==> src/rtl/spi_eng_pkg.sv <==
package spi_eng_pkg;

  typedef struct packed {
    logic       lsb_first;
    logic [1:0] mode;
    logic [1:0] rate;
  } spi_cfg_t;

  typedef enum logic [2:0] {
    ST_IDLE, ST_READ, ST_LOAD, ST_SHIFT, ST_WRITE, ST_TAIL
  } eng_state_t;

  function automatic spi_cfg_t unpack_cfg(input logic [7:0] b);
    spi_cfg_t c;
    c.lsb_first = b[5];
    c.mode      = b[3:2];
    c.rate      = b[1:0];
    return c;
  endfunction

endpackage

==> src/rtl/spi_rate_div.sv <==
module spi_rate_div #(
  parameter int DIV_BASE = 2,
  localparam int MAX_HALF = DIV_BASE * 32,
  localparam int CW = $clog2(MAX_HALF + 1)
) (
  input  logic       clk_i,
  input  logic       rst_ni,
  input  logic [1:0] rate_i,
  input  logic       en_i,
  input  logic       clr_i,
  output logic       tick_o
);

  logic [CW-1:0] cnt_q, half_m1;

  always_comb begin
    case (rate_i)
      2'd0:    half_m1 = CW'(DIV_BASE - 1);
      2'd1:    half_m1 = CW'(DIV_BASE * 4 - 1);
      2'd2:    half_m1 = CW'(DIV_BASE * 16 - 1);
      default: half_m1 = CW'(DIV_BASE * 32 - 1);
    endcase
  end

  assign tick_o = en_i && (cnt_q == half_m1);

  always_ff @(posedge clk_i or negedge rst_ni) begin
    if (!rst_ni)     cnt_q <= '0;
    else if (clr_i)  cnt_q <= '0;
    else if (en_i)   cnt_q <= tick_o ? '0 : cnt_q + 1'b1;
  end

  AST_CNT_BOUND: assert property (@(posedge clk_i) disable iff (!rst_ni)
    en_i |-> cnt_q <= half_m1);

endmodule

==> src/rtl/spi_byte_shifter.sv <==
module spi_byte_shifter (
  input  logic       clk_i,
  input  logic       rst_ni,
  input  logic       load_i,
  input  logic [7:0] data_i,
  input  logic       tick_i,
  input  logic       lsb_first_i,
  input  logic       samp_trail_i,
  input  logic       miso_i,
  output logic       mosi_o,
  output logic [7:0] rx_o,
  output logic       phase_o,
  output logic       last_o
);

  logic [7:0] tx_q, rx_q;
  logic [3:0] edge_q;
  logic       phase_q;
  logic       lead, smp;

  assign lead    = ~edge_q[0];
  assign smp     = lead ^ samp_trail_i;
  assign last_o  = tick_i && (edge_q == 4'd15);
  assign mosi_o  = lsb_first_i ? tx_q[0] : tx_q[7];
  assign rx_o    = rx_q;
  assign phase_o = phase_q;

  always_ff @(posedge clk_i or negedge rst_ni) begin
    if (!rst_ni) begin
      tx_q <= '0; rx_q <= '0; edge_q <= '0; phase_q <= 1'b0;
    end else if (load_i) begin
      tx_q <= data_i; edge_q <= '0; phase_q <= 1'b0;
    end else if (tick_i) begin
      edge_q  <= edge_q + 1'b1;
      phase_q <= ~phase_q;
      if (smp)
        rx_q <= lsb_first_i ? {miso_i, rx_q[7:1]} : {rx_q[6:0], miso_i};
      else if (edge_q != 4'd0)  // first edge of a byte keeps bit 0 on the line
        tx_q <= lsb_first_i ? {1'b0, tx_q[7:1]} : {tx_q[6:0], 1'b0};
    end
  end

  AST_IDLE_AT_LOAD: assert property (@(posedge clk_i) disable iff (!rst_ni)
    load_i |-> !phase_q);

endmodule

==> src/rtl/spi_xfer_engine.sv <==
module spi_xfer_engine import spi_eng_pkg::*; #(
  parameter int BUF_DEPTH = 200,
  parameter int DIV_BASE  = 2,
  parameter int NUM_SS    = 4,
  localparam int ADDR_W = $clog2(BUF_DEPTH),
  localparam int CNT_W  = $clog2(BUF_DEPTH + 1)
) (
  input  logic              clk_i,
  input  logic              rst_ni,
  input  logic              cfg_we_i,
  input  logic [7:0]        cfg_data_i,
  input  logic              start_i,
  input  logic [CNT_W-1:0]  start_cnt_i,
  input  logic [NUM_SS-1:0] start_mask_i,
  input  logic [NUM_SS-1:0] gpio_en_i,
  input  logic              irq_clr_i,
  output logic              busy_o,
  output logic              irq_no,
  output logic              buf_rd_o,
  output logic              buf_we_o,
  output logic [ADDR_W-1:0] buf_addr_o,
  output logic [7:0]        buf_wdata_o,
  input  logic [7:0]        buf_rdata_i,
  output logic              sclk_o,
  output logic              mosi_o,
  input  logic              miso_i,
  output logic [NUM_SS-1:0] ss_no
);

  eng_state_t          state_q;
  spi_cfg_t            cfg_q;
  logic [CNT_W-1:0]    cnt_q;
  logic [NUM_SS-1:0]   mask_q;
  logic [ADDR_W-1:0]   addr_q;
  logic                irq_q;
  logic                tick, byte_end, phase, sh_mosi, start_ok, last_byte, done;
  logic [7:0]          rx_byte;

  assign start_ok  = start_i && (start_cnt_i != '0) && (start_cnt_i <= CNT_W'(BUF_DEPTH));
  assign last_byte = (CNT_W'(addr_q) + CNT_W'(1)) == cnt_q;
  assign done      = (state_q == ST_TAIL) && tick;

  spi_rate_div #(.DIV_BASE(DIV_BASE)) u_div (
    .clk_i  (clk_i),
    .rst_ni (rst_ni),
    .rate_i (cfg_q.rate),
    .en_i   ((state_q == ST_SHIFT) || (state_q == ST_TAIL)),
    .clr_i  ((state_q == ST_LOAD) || (state_q == ST_WRITE)),
    .tick_o (tick)
  );

  spi_byte_shifter u_shift (
    .clk_i        (clk_i),
    .rst_ni       (rst_ni),
    .load_i       (state_q == ST_LOAD),
    .data_i       (buf_rdata_i),
    .tick_i       (tick && (state_q == ST_SHIFT)),
    .lsb_first_i  (cfg_q.lsb_first),
    .samp_trail_i (cfg_q.mode[1] ^ cfg_q.mode[0]),
    .miso_i       (miso_i),
    .mosi_o       (sh_mosi),
    .rx_o         (rx_byte),
    .phase_o      (phase),
    .last_o       (byte_end)
  );

  always_ff @(posedge clk_i or negedge rst_ni) begin
    if (!rst_ni) begin
      state_q <= ST_IDLE;
      cfg_q   <= '0;
      cnt_q   <= '0;
      mask_q  <= '0;
      addr_q  <= '0;
      irq_q   <= 1'b0;
    end else begin
      if (cfg_we_i && state_q == ST_IDLE) cfg_q <= unpack_cfg(cfg_data_i);
      if (done)           irq_q <= 1'b1;
      else if (irq_clr_i) irq_q <= 1'b0;
      case (state_q)
        ST_IDLE: if (start_ok) begin
          cnt_q   <= start_cnt_i;
          mask_q  <= start_mask_i;
          addr_q  <= '0;
          state_q <= ST_READ;
        end
        ST_READ:  state_q <= ST_LOAD;
        ST_LOAD:  state_q <= ST_SHIFT;
        ST_SHIFT: if (byte_end) state_q <= ST_WRITE;
        ST_WRITE: if (last_byte) state_q <= ST_TAIL;
                  else begin
                    addr_q  <= addr_q + 1'b1;
                    state_q <= ST_READ;
                  end
        ST_TAIL:  if (tick) state_q <= ST_IDLE;
        default:  state_q <= ST_IDLE;
      endcase
    end
  end

  assign busy_o      = (state_q != ST_IDLE);
  assign irq_no      = ~irq_q;
  assign buf_rd_o    = (state_q == ST_READ);
  assign buf_we_o    = (state_q == ST_WRITE);
  assign buf_addr_o  = addr_q;
  assign buf_wdata_o = rx_byte;
  assign sclk_o      = cfg_q.mode[1] ^ phase;
  assign mosi_o      = busy_o ? sh_mosi : 1'b0;

  for (genvar i = 0; i < NUM_SS; i++) begin : g_ss
    assign ss_no[i] = !(busy_o && mask_q[i] && !gpio_en_i[i]);
  end

  AST_CFG_HELD: assert property (@(posedge clk_i) disable iff (!rst_ni)
    busy_o && $past(busy_o) |-> $stable(cfg_q));
  AST_MASK_HELD: assert property (@(posedge clk_i) disable iff (!rst_ni)
    busy_o && $past(busy_o) |-> $stable(mask_q));
  AST_IRQ_STICKY: assert property (@(posedge clk_i) disable iff (!rst_ni)
    !irq_no && !irq_clr_i |=> !irq_no);
  AST_DONE_IRQ: assert property (@(posedge clk_i) disable iff (!rst_ni)
    $fell(busy_o) |-> !irq_no);
  AST_WR_RANGE: assert property (@(posedge clk_i) disable iff (!rst_ni)
    buf_we_o |-> CNT_W'(buf_addr_o) < cnt_q);

endmodule

==> config.mk <==
export PLATFORM = sky130hd
export DESIGN_NAME = spi_xfer_engine
export DESIGN_NICKNAME = d
export VERILOG_FILES = /design/src/rtl/spi_eng_pkg.sv /design/src/rtl/spi_rate_div.sv /design/src/rtl/spi_byte_shifter.sv /design/src/rtl/spi_xfer_engine.sv
export SDC_FILE = /design/constraint.sdc
export NUM_CORES = 1
export LEC_CHECK = 0
export BUFFER_PORTS_ARGS = -buffer_cell sky130_fd_sc_hd__buf_2
export CORE_UTILIZATION = 50
export DETAILED_ROUTE_END_ITERATION = 8
export PLACE_DENSITY = 0.74
export SLEW_MARGIN = 15
export SYNTH_ARGS = -nofsm -noshare
export SYNTH_HDL_FRONTEND = slang
export SYNTH_SLANG_ARGS = --single-unit
==> constraint.sdc <==
create_clock -name clk_i -period 3.1 [get_ports clk_i]
set_input_delay 0.62 -clock clk_i [delete_from_list [all_inputs] [get_ports clk_i]]
set_output_delay 0.62 -clock clk_i [all_outputs]
set_load 0.03 [all_outputs]
Word level (Yosys, flattened, before mapping). Index checks and enable logic that the tools add are counted.

Register bits after elaboration: 57. Input port bits: 38. Output and inout port bits: 26. Logic and storage cells: 105.

$add $sub $neg: 3. $lt $le $gt $ge: 1. Eq/ne operators: 15. Mux-type cells: 26. Bitwise logic cells: 7. Reductions and logical operators: 40.

Operators with widths (number): 2-to-1 mux 8 bit (8); 2-to-1 mux 7 bit (3); one-hot mux 3 bit (6 select lines) (1); one-hot mux 6 bit (3 select lines) (1); one-hot mux 8 bit (2 select lines) (1); logical AND 1 bit (15); 2-to-1 mux 3 bit (4); AND reduction 3 bit (4); nonzero test 2 bit (5); adder 8 x 1 -> 8 bit, second input constant (1); == test 8 bit (1); less-or-equal comparator 8 bit, second input constant (1); zero test 1 bit (8); 2-to-1 mux 4 bit (2); != test 2 bit, second input constant (4); nonzero test 8 bit (1); adder 7 x 1 -> 7 bit, second input constant (1); == test 7 x 6 -> 1 bit (1); == test 3 x 2 -> 1 bit, second input constant (2); == test 3 bit, second input constant (2); 2-to-1 mux 1 bit (6); adder 4 x 1 -> 4 bit, second input constant (1); == test 4 bit, second input constant (1); inverter 1 bit (4); 11 further kinds (14).

Depth between registers and ports, before layout.
Depth in word-level cells: 8. Depth in mapped cells: 8. Depth with buffers taken out: 7.

Hierarchy. From an unflattened synthesis, not the netlist that was laid out.

Cells, all modules: 326. Area, all modules: 3460.8 um2.

Modules (own cells, without submodules): spi_xfer_engine (times used 1, cells an instance 166, area each 1721.7 um2, sequential area each 725.7 um2); spi_byte_shifter (times used 1, cells an instance 110, area each 1224.9 um2, sequential area each 525.5 um2); spi_rate_div (times used 1, cells an instance 50, area each 514.2 um2, sequential area each 175.2 um2).

Least setup slack after synthesis. OpenSTA, ideal clock, no wires.

Kind: reg2reg. Start point: register addr_q[0] (netlist: buf_addr_o[0]). End point: register addr_q[4] (netlist: buf_addr_o[4]). Setup time: 124 ps. Data arrival time: 2383 ps. Data required time: 2976 ps. Slack: 593 ps. Cell stages (with the launch flop): 9. Path buffers: 1. Period minus slack after synthesis: 2507 ps. Path through: dfrtp_1 ha_1 xnor3_4 nand3_1 a221o_1 o41ai_4 buf_6 nor3_2 a211o_1.

Word-level cells in the longest chain between the ends: 4. Elaborated cells on any way between the ends: 6. Classes of those cells: 1 x add/sub; 2 x eq/ne; 2 x mux; 1 x reduce/logical.

Ends and longest elaborated chain: start: declaration (line spi_xfer_engine.sv:34) `logic [ADDR_W-1:0] addr_q;`; start signal: assignment (line spi_xfer_engine.sv:91) `addr_q <= addr_q + 1'b1;`; adder 8 x 1 -> 8 bit (*) (line spi_xfer_engine.sv:40, spi_xfer_engine.sv:91); == test 8 bit (line spi_xfer_engine.sv:40) `assign last_byte = (CNT_W'(addr_q) + CNT_W'(1)) == cnt_q;`; != test 2 bit (no line); AND reduction 3 bit (no line).

Mark *: on every way between the ends. The rest lies on a longest branch, timed or not. The select of a mux whose other input is x is not followed. A chain may end at the register's enable or synchronous reset.

Worst setup path in the final report.
Start point: register state_q[0]. End point: output port ss_no[1].

Word-level cells in the longest chain between the ends: 4.

Ends and longest elaborated chain: start: declaration (line spi_xfer_engine.sv:30) `eng_state_t state_q;`; start signal: assignment (line spi_xfer_engine.sv:69) `state_q <= ST_IDLE;`; start signal: assignment (line spi_xfer_engine.sv:84) `state_q <= ST_READ;`; start signal: assignment (line spi_xfer_engine.sv:86) `ST_READ: state_q <= ST_LOAD;`; nonzero test 3 bit (line spi_xfer_engine.sv:100) `assign busy_o = (state_q != ST_IDLE);`; logical AND 1 bit (2 in a row) (line spi_xfer_engine.sv:110) `assign ss_no[i] = !(busy_o && mask_q[i] && !gpio_en_i[i]);`; zero test 1 bit (line spi_xfer_engine.sv:110); end: declaration (line spi_xfer_engine.sv:27) `output logic [NUM_SS-1:0] ss_no`.

No other way between the ends.

==> metrics.md <==
| Metric | Value |
|---|---|
| Switching power | `1.01 mW` |
| CP startpoint kind | `register` |
| Drc violations | `0` |
| Clock sink count | `57` |
| Worst setup margin | `0.471 ns` |
| PortBufs | `60` |
| Final wirelength | `6350 um` |
| Cts hold-fix bufs | `0` |
| Total CTS buffers | `9` |
| Gpl congestion | `0.826` |
| Fraction of registers with async set/reset | `1.00` |
| Max-cap viol count | `0` |
| Most common cell after layout, fill and taps aside | `buf_2` |
| Fin util | `0.620` |
| Antenna cells | `0` |
| Avg Inst Size Synth | `10.0 um^2` |
| Die Y | `81.4 um` |
| 1st-iter DRT viols | `104` |
| Footprint of the multi-input gates | `0.00161 mm^2` |
| Status | `complete, no violations` |
| Clk_skew | `0.00741 ns` |
| Cells on worst reg2reg path | `8` |
| Synth Register Bits | `57` |
| Syn Nets | `357` |
| Flip-flop and latch area | `0.00143 mm^2` |
| Clock power share | `0.246` |
| Layout net count | `422` |
| Router iterations before antenna repair | `4` |
| Number of global-route vias before repair | `2304` |
| Total track usage | `0.217` |
| Req. time, crit path | `2.48 ns` |
| EDFF count, synth | `0` |
| Cell at the root of the clock tree | `clkbuf_8` |
| Met1 Use GR | `0.291` |
| Core area | `0.00599 mm^2` |
| Global route overflow | `0` |
| Share of layout cells above drive strength 1 | `0.301` |
| Die W | `81.4 um` |
| Met2 Usage GRT | `0.332` |
| Worst path cell trace | `nor3_1, inv_1, nand3b_1, buf_2` |
| Post-CTS resize count | `0` |
| Clk pin slew, worst setup/hold paths | `0.06 ns` |
| Unrepaired setup endpoints after global routing | `false` |
| H-tree Lvls | `3` |
| Slowest stage delay, CP | `0.63 ns` |
| TritonCTS clock tree | `done` |
| Slew Viols, Final | `0` |
| DPL Wire Length | `4600 um` |
| Int Pwr | `1.70 mW` |
| Net Sw Frac | `0.373` |
| Slew margin rel. | `0.407` |
| Initial Utilization | `0.526` |
| Cells after Synth | `315` |
| Register area share after synthesis | `0.453` |
| Post-Syn Area | `0.00315 mm^2` |
| WP data arrival | `2.01 ns` |
| Filler instances | `502` |
| Place WS | `0.536 ns` |
| Antenna-violating nets left | `0` |
| Slowest cell on crit path | `nor3_1` |
| Die Area | `0.00662 mm^2` |
| Met3 GRT Util | `0.0674` |
| Largest net degree at the start of global routing | `23` |
| # IOs | `64` |
| Sequential share of power | `0.421` |
| Peak supply drop | `0.000541 V` |
| Combinational power share | `0.333` |
| Maximum clock insertion buffer count | `2` |
| Vias after detailed routing | `2539` |
| Leak | `1.74 nW` |
| Hold Fails Final Rpt | `0` |
| TNS Setup | `0 ns` |
| Initial antenna violation count | `0` |
| Post-detailed-route wirelength per cell | `13.8 um` |
| Worst min-delay path class | `in2async` |
| Fmax | `380 MHz` |
| Via density | `5.52` |
| Synth unique cells | `57` |
| Total Power | `2.71 mW` |
| Setup Crit Path Kind | `reg2out` |
| Least-Margin Pin Slew | `0.884 ns` |
| Latest clock arrival within the worst-skew pair | `0.34 ns` |
| Final setup vio count | `0` |
| Crit path time final | `2.63 ns` |
| CP endpoint kind | `output pin` |
| First-pass GRT wire length | `10700 um` |
| Crit path max fanout | `11` |
| Ys Warns | `0` |
| Num rows | `28` |
| Pwr/cell area | `729 mW/mm^2` |
| Synth Flop Type | `dfrtp_1` |
| Post-CTS Setup Bufs | `0` |
| Final worst path period share | `0.848` |
| Area Growth Syn to Fin | `18.0%` |
| Global route hottest layer | `met2` |
| Most frequent cells in the layout | `buf_2, dfrtp_1, nor2_1, nand2_1` |
==> state kept, by name, summed over array words and instances (netlist names) <==
| signal | cells |
|---|---|
| buf_addr_o | 8 |
| cnt_q | 8 |
| u_shift.rx_o | 8 |
| u_shift.tx_q | 8 |
| u_div.cnt_q | 7 |
| cfg_q | 5 |
| mask_q | 4 |
| u_shift.edge_q | 4 |
| state_q | 3 |
| irq_q | 1 |
| u_shift.phase_o | 1 |
==> power groups by stage <==
stage / Clock (mW) / Combinational (mW) / Sequential, mW
floorplan: 0 / 0.597 / 1.20
CTS: 0.688 / 0.911 / 1.14
global placement: 0 / 0.873 / 1.14
finish: 0.666 / 0.902 / 1.14
detailed placement: 0 / 0.906 / 1.15
global route: 0.717 / 1.02 / 1.17
==> metrics by stage <==
| stage | hold slack (ns) | std cells | cell area, um^2 |
|---|---|---|---|
| finish | 0.246 | 460 | 3720 |
| detailed placement | 0.497 | 444 | 3520 |
| floorplan | 0.324 | 315 | 3150 |
| global route | 0.267 | 460 | 3720 |
| global placement | 0.489 | 444 | 3520 |
| CTS | 0.250 | 460 | 3720 |
==> final timing paths <==
path,from,endpoint,slack [ns]
max,state_q[0],ss_no[1],0.47
min,rst_ni,u_shift.rx_o[2],0.25
max reg2reg,buf_addr_o[0],buf_addr_o[4],0.51
min reg2reg,mask_q[1],mask_q[1],0.51
max in group asynchronous,rst_ni,state_q[2],2.17
min in group clk_i,irq_clr_i,irq_q,0.48
==> worst max-delay path: cells and delay by family (launching register included) <==
family	cells	cell delay [ns]
buffers and inverters	2	0.41
AND/OR/NAND/NOR	2	0.76
flip-flops	1	0.50
==> cells by family after synthesis <==
| family | count (synthesis) | share of synthesized area |
|---|---|---|
| AOI/OAI and AO/OA | 71 | 0.153 |
| xor gates and xnor gates | 14 | 0.0445 |
| adders and majority gates | 4 | 0.0159 |
| buffers and inverters | 23 | 0.0350 |
| DFF | 57 | 0.453 |
| muxes | 37 | 0.125 |
| and+or+nand+nor | 109 | 0.174 |
==> Yosys cell counts (3+ instances only) <==
master / n / area, um^2
dfrtp_1: 57 / 1430
nor2_1: 32 / 120
nand2_1: 27 / 101
mux2_2: 19 / 214
o21ai_0: 19 / 95.1
a21oi_1: 18 / 90.1
mux2i_1: 18 / 180
nand3_1: 12 / 60.1
inv_1: 10 / 37.5
clkbuf_1: 8 / 30.0
xnor2_1: 8 / 70.1
nor2b_1: 6 / 37.5
xor2_1: 5 / 43.8
a211o_1: 4 / 35.0
a21o_1: 4 / 30.0
ha_1: 4 / 50.1
nand3b_1: 4 / 30.0
nor3b_1: 4 / 30.0
o31ai_1: 4 / 30.0
a31oi_1: 3 / 18.8
buf_6: 3 / 33.8
nor3_1: 3 / 15.0
==> layer usage <==
layer | wire (um) | part of all wire | up-vias
met2 | 3050 | 0.48 | 50
met1 | 2960 | 0.47 | 1224
met5 | 0 | 0 | -
li1 | - | - | 1258
met3 | 265 | 0.042 | 7
met4 | 78 | 0.012 | 0
==> final cells by class <==
| type | instances | area share |
|---|---|---|
| Clock inverter | 2 | 0.00269 |
| Timing Repair Buffer | 67 | 0.0949 |
| Multi-Input combinational cell | 235 | 0.434 |
| Clock buffer | 14 | 0.0492 |
| Tap cell | 75 | 0.0253 |
| Inverter | 10 | 0.0101 |
| Sequential cell | 57 | 0.384 |
Power figures use the tool's default switching activity.
